===== config.mk =====
export PLATFORM = sky130hd
export DESIGN_NAME = uart_addr_rx
export DESIGN_NICKNAME = d
export VERILOG_FILES = /design/src/rtl/uart_rx_pkg.sv /design/src/rtl/uart_rx_sync.sv /design/src/rtl/uart_rx_frame.sv /design/src/rtl/uart_addr_match.sv /design/src/rtl/uart_addr_rx.sv
export SDC_FILE = /design/constraint.sdc
export NUM_CORES = 1
export LEC_CHECK = 0
export BUFFER_PORTS_ARGS = -buffer_cell sky130_fd_sc_hd__buf_2
export CAP_MARGIN = 20
export CORE_MARGIN = 1.5
export CORE_UTILIZATION = 55
export DETAILED_ROUTE_END_ITERATION = 10
export HOLD_SLACK_MARGIN = 0.15
export PLACE_DENSITY = 0.83
export SKIP_CTS_REPAIR_TIMING = 1
export SKIP_LAST_GASP = 1
export SYNTH_ARGS = -nofsm -noshare
export SYNTH_HDL_FRONTEND = slang
export SYNTH_SLANG_ARGS = --single-unit

===== constraint.sdc =====
create_clock -name clk -period 2.25 [get_ports clk]
set_input_delay 0.1125 -clock clk [delete_from_list [all_inputs] [get_ports clk]]
set_output_delay 0.1125 -clock clk [all_outputs]
set_load 0.01 [all_outputs]

===== src/rtl/uart_rx_pkg.sv =====
package uart_rx_pkg;

   typedef enum logic [2:0] {
      ST_IDLE,
      ST_START,
      ST_DATA,
      ST_NINTH,
      ST_STOP
   } rx_state_e;

   function automatic logic vote3(input logic a, input logic b, input logic c);
      return (a & b) | (a & c) | (b & c);
   endfunction

endpackage


===== src/rtl/uart_rx_sync.sv =====
module uart_rx_sync #(
   parameter int STAGES = 2
) (
   input  logic clk,
   input  logic rst_n,
   input  logic d_i,
   output logic q_o
);
   if (STAGES < 2) begin : g_bad_stages
      $error("uart_rx_sync: STAGES must be at least 2");
   end

   logic [STAGES-1:0] chain;

   always_ff @(posedge clk or negedge rst_n) begin
      if (!rst_n) chain <= '1;
      else        chain <= {chain[STAGES-2:0], d_i};
   end

   assign q_o = chain[STAGES-1];
endmodule


===== src/rtl/uart_rx_frame.sv =====
module uart_rx_frame
   import uart_rx_pkg::*;
#(
   parameter int DATA_W     = 8,
   parameter int OVERSAMPLE = 16
) (
   input  logic              clk,
   input  logic              rst_n,
   input  logic              rx_i,
   input  logic              tick_i,
   input  logic              nine_bit_i,
   output logic              done_o,
   output logic              stop_ok_o,
   output logic [DATA_W-1:0] data_o,
   output logic              b9_o
);
   localparam int CNT_W = $clog2(OVERSAMPLE);
   localparam int BIT_W = (DATA_W > 1) ? $clog2(DATA_W) : 1;
   localparam logic [CNT_W-1:0] S_A  = CNT_W'(OVERSAMPLE/2 - 1);
   localparam logic [CNT_W-1:0] S_B  = CNT_W'(OVERSAMPLE/2);
   localparam logic [CNT_W-1:0] S_C  = CNT_W'(OVERSAMPLE/2 + 1);
   localparam logic [CNT_W-1:0] LAST = CNT_W'(OVERSAMPLE - 1);
   localparam logic [BIT_W-1:0] TOP_BIT = BIT_W'(DATA_W - 1);

   if (OVERSAMPLE < 8 || (OVERSAMPLE & (OVERSAMPLE - 1)) != 0) begin : g_bad_os
      $error("uart_rx_frame: OVERSAMPLE must be a power of two, 8 or more");
   end

   rx_state_e         st;
   logic [CNT_W-1:0]  tcnt;
   logic [BIT_W-1:0]  bitn;
   logic [1:0]        smp;
   logic              vote;

   assign vote = vote3(smp[0], smp[1], rx_i);

   always_ff @(posedge clk or negedge rst_n) begin
      if (!rst_n) begin
         st        <= ST_IDLE;
         tcnt      <= '0;
         bitn      <= '0;
         smp       <= '1;
         done_o    <= 1'b0;
         stop_ok_o <= 1'b0;
         data_o    <= '0;
         b9_o      <= 1'b0;
      end else begin
         done_o <= 1'b0;
         if (tick_i) begin
            if (st == ST_IDLE) begin
               if (!rx_i) begin
                  st   <= ST_START;
                  tcnt <= '0;
               end
            end else begin
               tcnt <= tcnt + 1'b1;
               if (tcnt == S_A) smp[0] <= rx_i;
               if (tcnt == S_B) smp[1] <= rx_i;
               if (tcnt == S_C) begin
                  case (st)
                     ST_START: if (vote) st <= ST_IDLE;
                     ST_DATA:  data_o <= {vote, data_o[DATA_W-1:1]};
                     ST_NINTH: b9_o <= vote;
                     ST_STOP: begin
                        done_o    <= 1'b1;
                        stop_ok_o <= vote;
                        st        <= ST_IDLE;
                     end
                     default: st <= ST_IDLE;
                  endcase
               end
               if (tcnt == LAST) begin
                  tcnt <= '0;
                  case (st)
                     ST_START: begin
                        st   <= ST_DATA;
                        bitn <= '0;
                     end
                     ST_DATA: begin
                        if (bitn == TOP_BIT) st <= nine_bit_i ? ST_NINTH : ST_STOP;
                        else                 bitn <= bitn + 1'b1;
                     end
                     ST_NINTH: st <= ST_STOP;
                     default:  st <= ST_IDLE;
                  endcase
               end
            end
         end
      end
   end
endmodule


===== src/rtl/uart_addr_match.sv =====
module uart_addr_match #(
   parameter int DATA_W = 8
) (
   input  logic [DATA_W-1:0] frame_i,
   input  logic [DATA_W-1:0] addr_i,
   input  logic [DATA_W-1:0] mask_i,
   output logic              hit_o
);
   logic [DATA_W-1:0] uni_ok;
   logic [DATA_W-1:0] bc_ok;

   for (genvar g = 0; g < DATA_W; g++) begin : g_bit
      assign uni_ok[g] = ~mask_i[g] | (frame_i[g] ~^ addr_i[g]);
      assign bc_ok[g]  = ~(addr_i[g] | mask_i[g]) | frame_i[g];
   end

   assign hit_o = (&uni_ok) | (&bc_ok);
endmodule


===== src/rtl/uart_addr_rx.sv =====
module uart_addr_rx #(
   parameter int DATA_W      = 8,
   parameter int OVERSAMPLE  = 16,
   parameter int SYNC_STAGES = 2
) (
   input  logic              clk,
   input  logic              rst_n,
   input  logic              rx_i,
   input  logic              tick_i,
   input  logic              nine_bit_i,
   input  logic              mp_en_i,
   input  logic [DATA_W-1:0] slave_addr_i,
   input  logic [DATA_W-1:0] addr_mask_i,
   input  logic              rxf_clr_i,
   input  logic              fe_clr_i,
   output logic [DATA_W-1:0] data_o,
   output logic              bit9_o,
   output logic              rxf_o,
   output logic              fe_o
);
   if (DATA_W < 2) begin : g_bad_width
      $error("uart_addr_rx: DATA_W must be at least 2");
   end

   logic              rx_s;
   logic              frm_done;
   logic              frm_stop_ok;
   logic [DATA_W-1:0] frm_data;
   logic              frm_b9;
   logic              addr_hit;
   logic              is_addr;
   logic              accept;

   uart_rx_sync #(.STAGES(SYNC_STAGES)) u_sync (
      .clk   (clk),
      .rst_n (rst_n),
      .d_i   (rx_i),
      .q_o   (rx_s)
   );

   uart_rx_frame #(.DATA_W(DATA_W), .OVERSAMPLE(OVERSAMPLE)) u_frame (
      .clk        (clk),
      .rst_n      (rst_n),
      .rx_i       (rx_s),
      .tick_i     (tick_i),
      .nine_bit_i (nine_bit_i),
      .done_o     (frm_done),
      .stop_ok_o  (frm_stop_ok),
      .data_o     (frm_data),
      .b9_o       (frm_b9)
   );

   uart_addr_match #(.DATA_W(DATA_W)) u_match (
      .frame_i (frm_data),
      .addr_i  (slave_addr_i),
      .mask_i  (addr_mask_i),
      .hit_o   (addr_hit)
   );

   assign is_addr = nine_bit_i ? frm_b9 : 1'b1;
   assign accept  = frm_done & frm_stop_ok & (~mp_en_i | (is_addr & addr_hit));

   always_ff @(posedge clk or negedge rst_n) begin
      if (!rst_n) begin
         data_o <= '0;
         bit9_o <= 1'b0;
         rxf_o  <= 1'b0;
         fe_o   <= 1'b0;
      end else begin
         if (rxf_clr_i) rxf_o <= 1'b0;
         if (accept) begin
            rxf_o  <= 1'b1;
            data_o <= frm_data;
            bit9_o <= nine_bit_i ? frm_b9 : frm_stop_ok;
         end
         if (fe_clr_i) fe_o <= 1'b0;
         if (frm_done && !frm_stop_ok) fe_o <= 1'b1;
      end
   end
endmodule


==> out/metrics.csv <==
metric,value,unit
Max-Slew Margin vs Limit,0.485,
Vert. Die Dim,62.0,µm
Final Hold Viols,0,
Synth top area share,0.418,
crit path capture type,flip-flop,
period utilization,0.863,
total negative slack,0,ns
synthesized area,0.00192,mm²
Hold Path Cell Cnt,3,
Filler Cells Inserted,282,
Post-Syn Nets,202,
Residual DRC,0,
htree depth,2,
Post-synth EDFFs,0,
Final min period,1.94,ns
r2r endpoint,u_frame.bitn[0],
switch share,0.292,
clock share of power,0.278,
kind of critical path,reg2reg,
GRT Total Usage,0.232,
register area share after synthesis,0.473,
largest net degree at the start of global routing,37,
Gate power share,0.203,
IO Pins,35,
Worst-Skew Late Latency,0.34,ns
Avg Vias per Cell,5.94,
setup ws final,0.308,ns
top post-synthesis cells by area,"dfrtp_1, mux2_2, dfstp_2",
grt ovf,0,
clock buffer depth,2,
NetSw,0.460,mW
Setup WS pre-CTS,0.318,ns
footprint of the multi-input gates,935,µm²
Layout area overhead,16.7,%
Worst VDD drop,0.524,mV
I/O Buffers,34,
Root Driver,clkbuf_4,
"Primary FF master, synth",dfrtp_1,
vias in the first global route,1493,
DIE AREA,0.00385,mm²
GPL Wtd Cong,0.883,
Pwr Density,704,mW/mm²
row count,21,
ys async rst share,1.00,
total number of vias,1551,
reg2reg path depth,5,
Post-DRT Antenna Nets,0,
worst hold path startpoint,tick_i,
"critical path fanouts, max",6,
layout cells sized above 1,0.293,
# setup viols final,0,
fin nets,243,
Min Hold Slack,0.131,ns
slew at the pin closest to its max-slew limit,0.772,ns
drt pass-1 iters,4,
reg2reg setup slack,0.31,ns
synth warn,0,
core area,0.00334,mm²
CP required,2.47,ns
Iter 0 DRT Violations,102,
Post-Layout Inst Area,0.00224,mm²
critical path arrival,2.17,ns
Reg power frac,0.519,
Max Clock Skew,0.0243,ns
Worst Hold Class,in2reg,
Leakage,1.11,nW
"Cell Area, Placed",0.00211,mm²
RSZ-0062 raised after global routing,false,
CP Launch Type,flip-flop,
Starting Density,0.574,
ant diodes,0,
run status,"finished, final reports clean",
chip width,62.0,µm
hpwl dp,3.06,mm
Max-Cap Viols,0,
Total Wirelength,4.07,mm
initial antenna violation count,0,
Power Internal,1.11,mW
WL per Instance,15.6,µm
CTS Sinks,36,
Crit Reg-Reg Startpoint,u_frame.tcnt[0],
cts bufs inserted,5,
Hold EP,u_frame.st[0],
Mapped Cells,173,
first-pass GRT wire length,6.40,mm
storage element area,906,µm²
synth unique cells,41,
TritonCTS clock tree,built,
maximum clock rate,0.515,GHz
Seq cells post-synth,36,
top cell type by total area after synthesis,dfrtp_1,
max-slew violations,0,
syn avg cell area,11.1,µm²
"Clk pin slew, worst setup/hold paths",0.10,ns
==> kinds of logic (layout without fill, tap and decap cells) <==
group           count (synthesis)  in the layout  share of synthesized area
simple gates                   43             43                      0.129
flops                          36             36                      0.473
mux                            16             16                     0.0921
fa+ha+maj                       6              6                     0.0379
buf+inv                        16             58                     0.0392
xor+xnor                        8              8                     0.0366
compound gates                 48             48                      0.193
==> metal layers <==
metal	global-route usage	wire (µm)	vias up
met1	0.250	1620	745
met4	0.119	136	0
li1	-	-	729
met3	0.0393	233	12
met2	0.430	2080	65
met5	0	0	-
==> per-stage QoR <==
step | util | std cells | power (mW)
6_report | 0.670 | 261 | 1.57
3_3_place_gp | 0.632 | 248 | 1.10
3_5_place_dp | 0.632 | 248 | 1.14
4_1_cts | 0.655 | 256 | 1.58
5_1_grt | 0.670 | 261 | 1.67
2_1_floorplan | - | 173 | 1.03
==> sequential cells by signal (all words and copies together) (netlist names), 2 cells and up <==
register        cells
data_o              8
u_frame.data_o      8
u_frame.tcnt        4
u_frame.bitn        3
u_frame.smp         2
u_frame.st          3
u_sync.chain        2
==> synth_stat cells, drive strengths merged (2+ instances only) <==
cell type	n
inv	11
and3	2
o21bai	4
a31oi	2
dfrtp	32
nand4b	3
o31ai	3
nand3	3
mux2	13
and2	2
buf	5
o21ai	6
mux2i	3
dfstp	4
nor3	7
a22o	9
xor2	8
a21oi	4
a221o	8
o22ai	3
nand2	9
a22oi	4
ha	5
nand2b	2
nor2	10
==> worst max path at each step <==
| stage | slack, ns | end | cells past startpoint | start |
|---|---|---|---|---|
| global placement | 0.44 | u_frame.bitn[0] | 5 | u_frame.tcnt[0] |
| detailed placement | 0.32 | u_frame.bitn[0] | 5 | u_frame.tcnt[0] |
| floorplan | 0.49 | u_frame.bitn[0] | 5 | u_frame.tcnt[0] |
| finish | 0.31 | u_frame.bitn[0] | 5 | u_frame.tcnt[0] |
| global route | 0.22 | u_frame.bitn[0] | 5 | u_frame.tcnt[0] |
| CTS | 0.30 | u_frame.bitn[0] | 5 | u_frame.tcnt[0] |
==> area by class of cell <==
| cell class | instances | area share |
|---|---|---|
| Tap cell | 46 | 0.0257 |
| Sequential cell | 36 | 0.405 |
| Clock inverter | 2 | 0.0157 |
| Inverter | 11 | 0.0185 |
| Multi-Input combinational cell | 121 | 0.418 |
| Timing Repair Buffer | 39 | 0.0985 |
| Clock buffer | 6 | 0.0185 |
==> cells in the final DEF, fill, tap and decap left out, drive strengths merged, types with 2 or more instances in the layout <==
cell	count
buf	34
dfrtp	32
mux2	13
inv	11
nor2	10
nand2	9
a22o	9
xor2	8
a221o	8
nor3	7
o21ai	6
clkbuf	6
ha	5
dlygate4sd3	5
a22oi	4
o21bai	4
a21oi	4
dfstp	4
nand3	3
o22ai	3
mux2i	3
o31ai	3
nand4b	3
and2	2
and3	2
nand2b	2
a31oi	2
==> worst max-delay path, stage by stage (launching register included) <==
cell	delay, ns
dfrtp_1	0.45
ha_1	0.24
nand3_1	0.12
or3_4	0.39
nor3_4	0.27
mux2_2	0.38
==> power by group through the flow <==
stage | Clock (mW) | Sequential (mW) | Combinational (mW)
global placement | 0 | 0.817 | 0.287
CTS | 0.445 | 0.815 | 0.317
global route | 0.476 | 0.829 | 0.365
finish | 0.437 | 0.817 | 0.319
detailed placement | 0 | 0.828 | 0.315
floorplan | 0 | 0.790 | 0.244
Power figures use the tool's default switching activity.
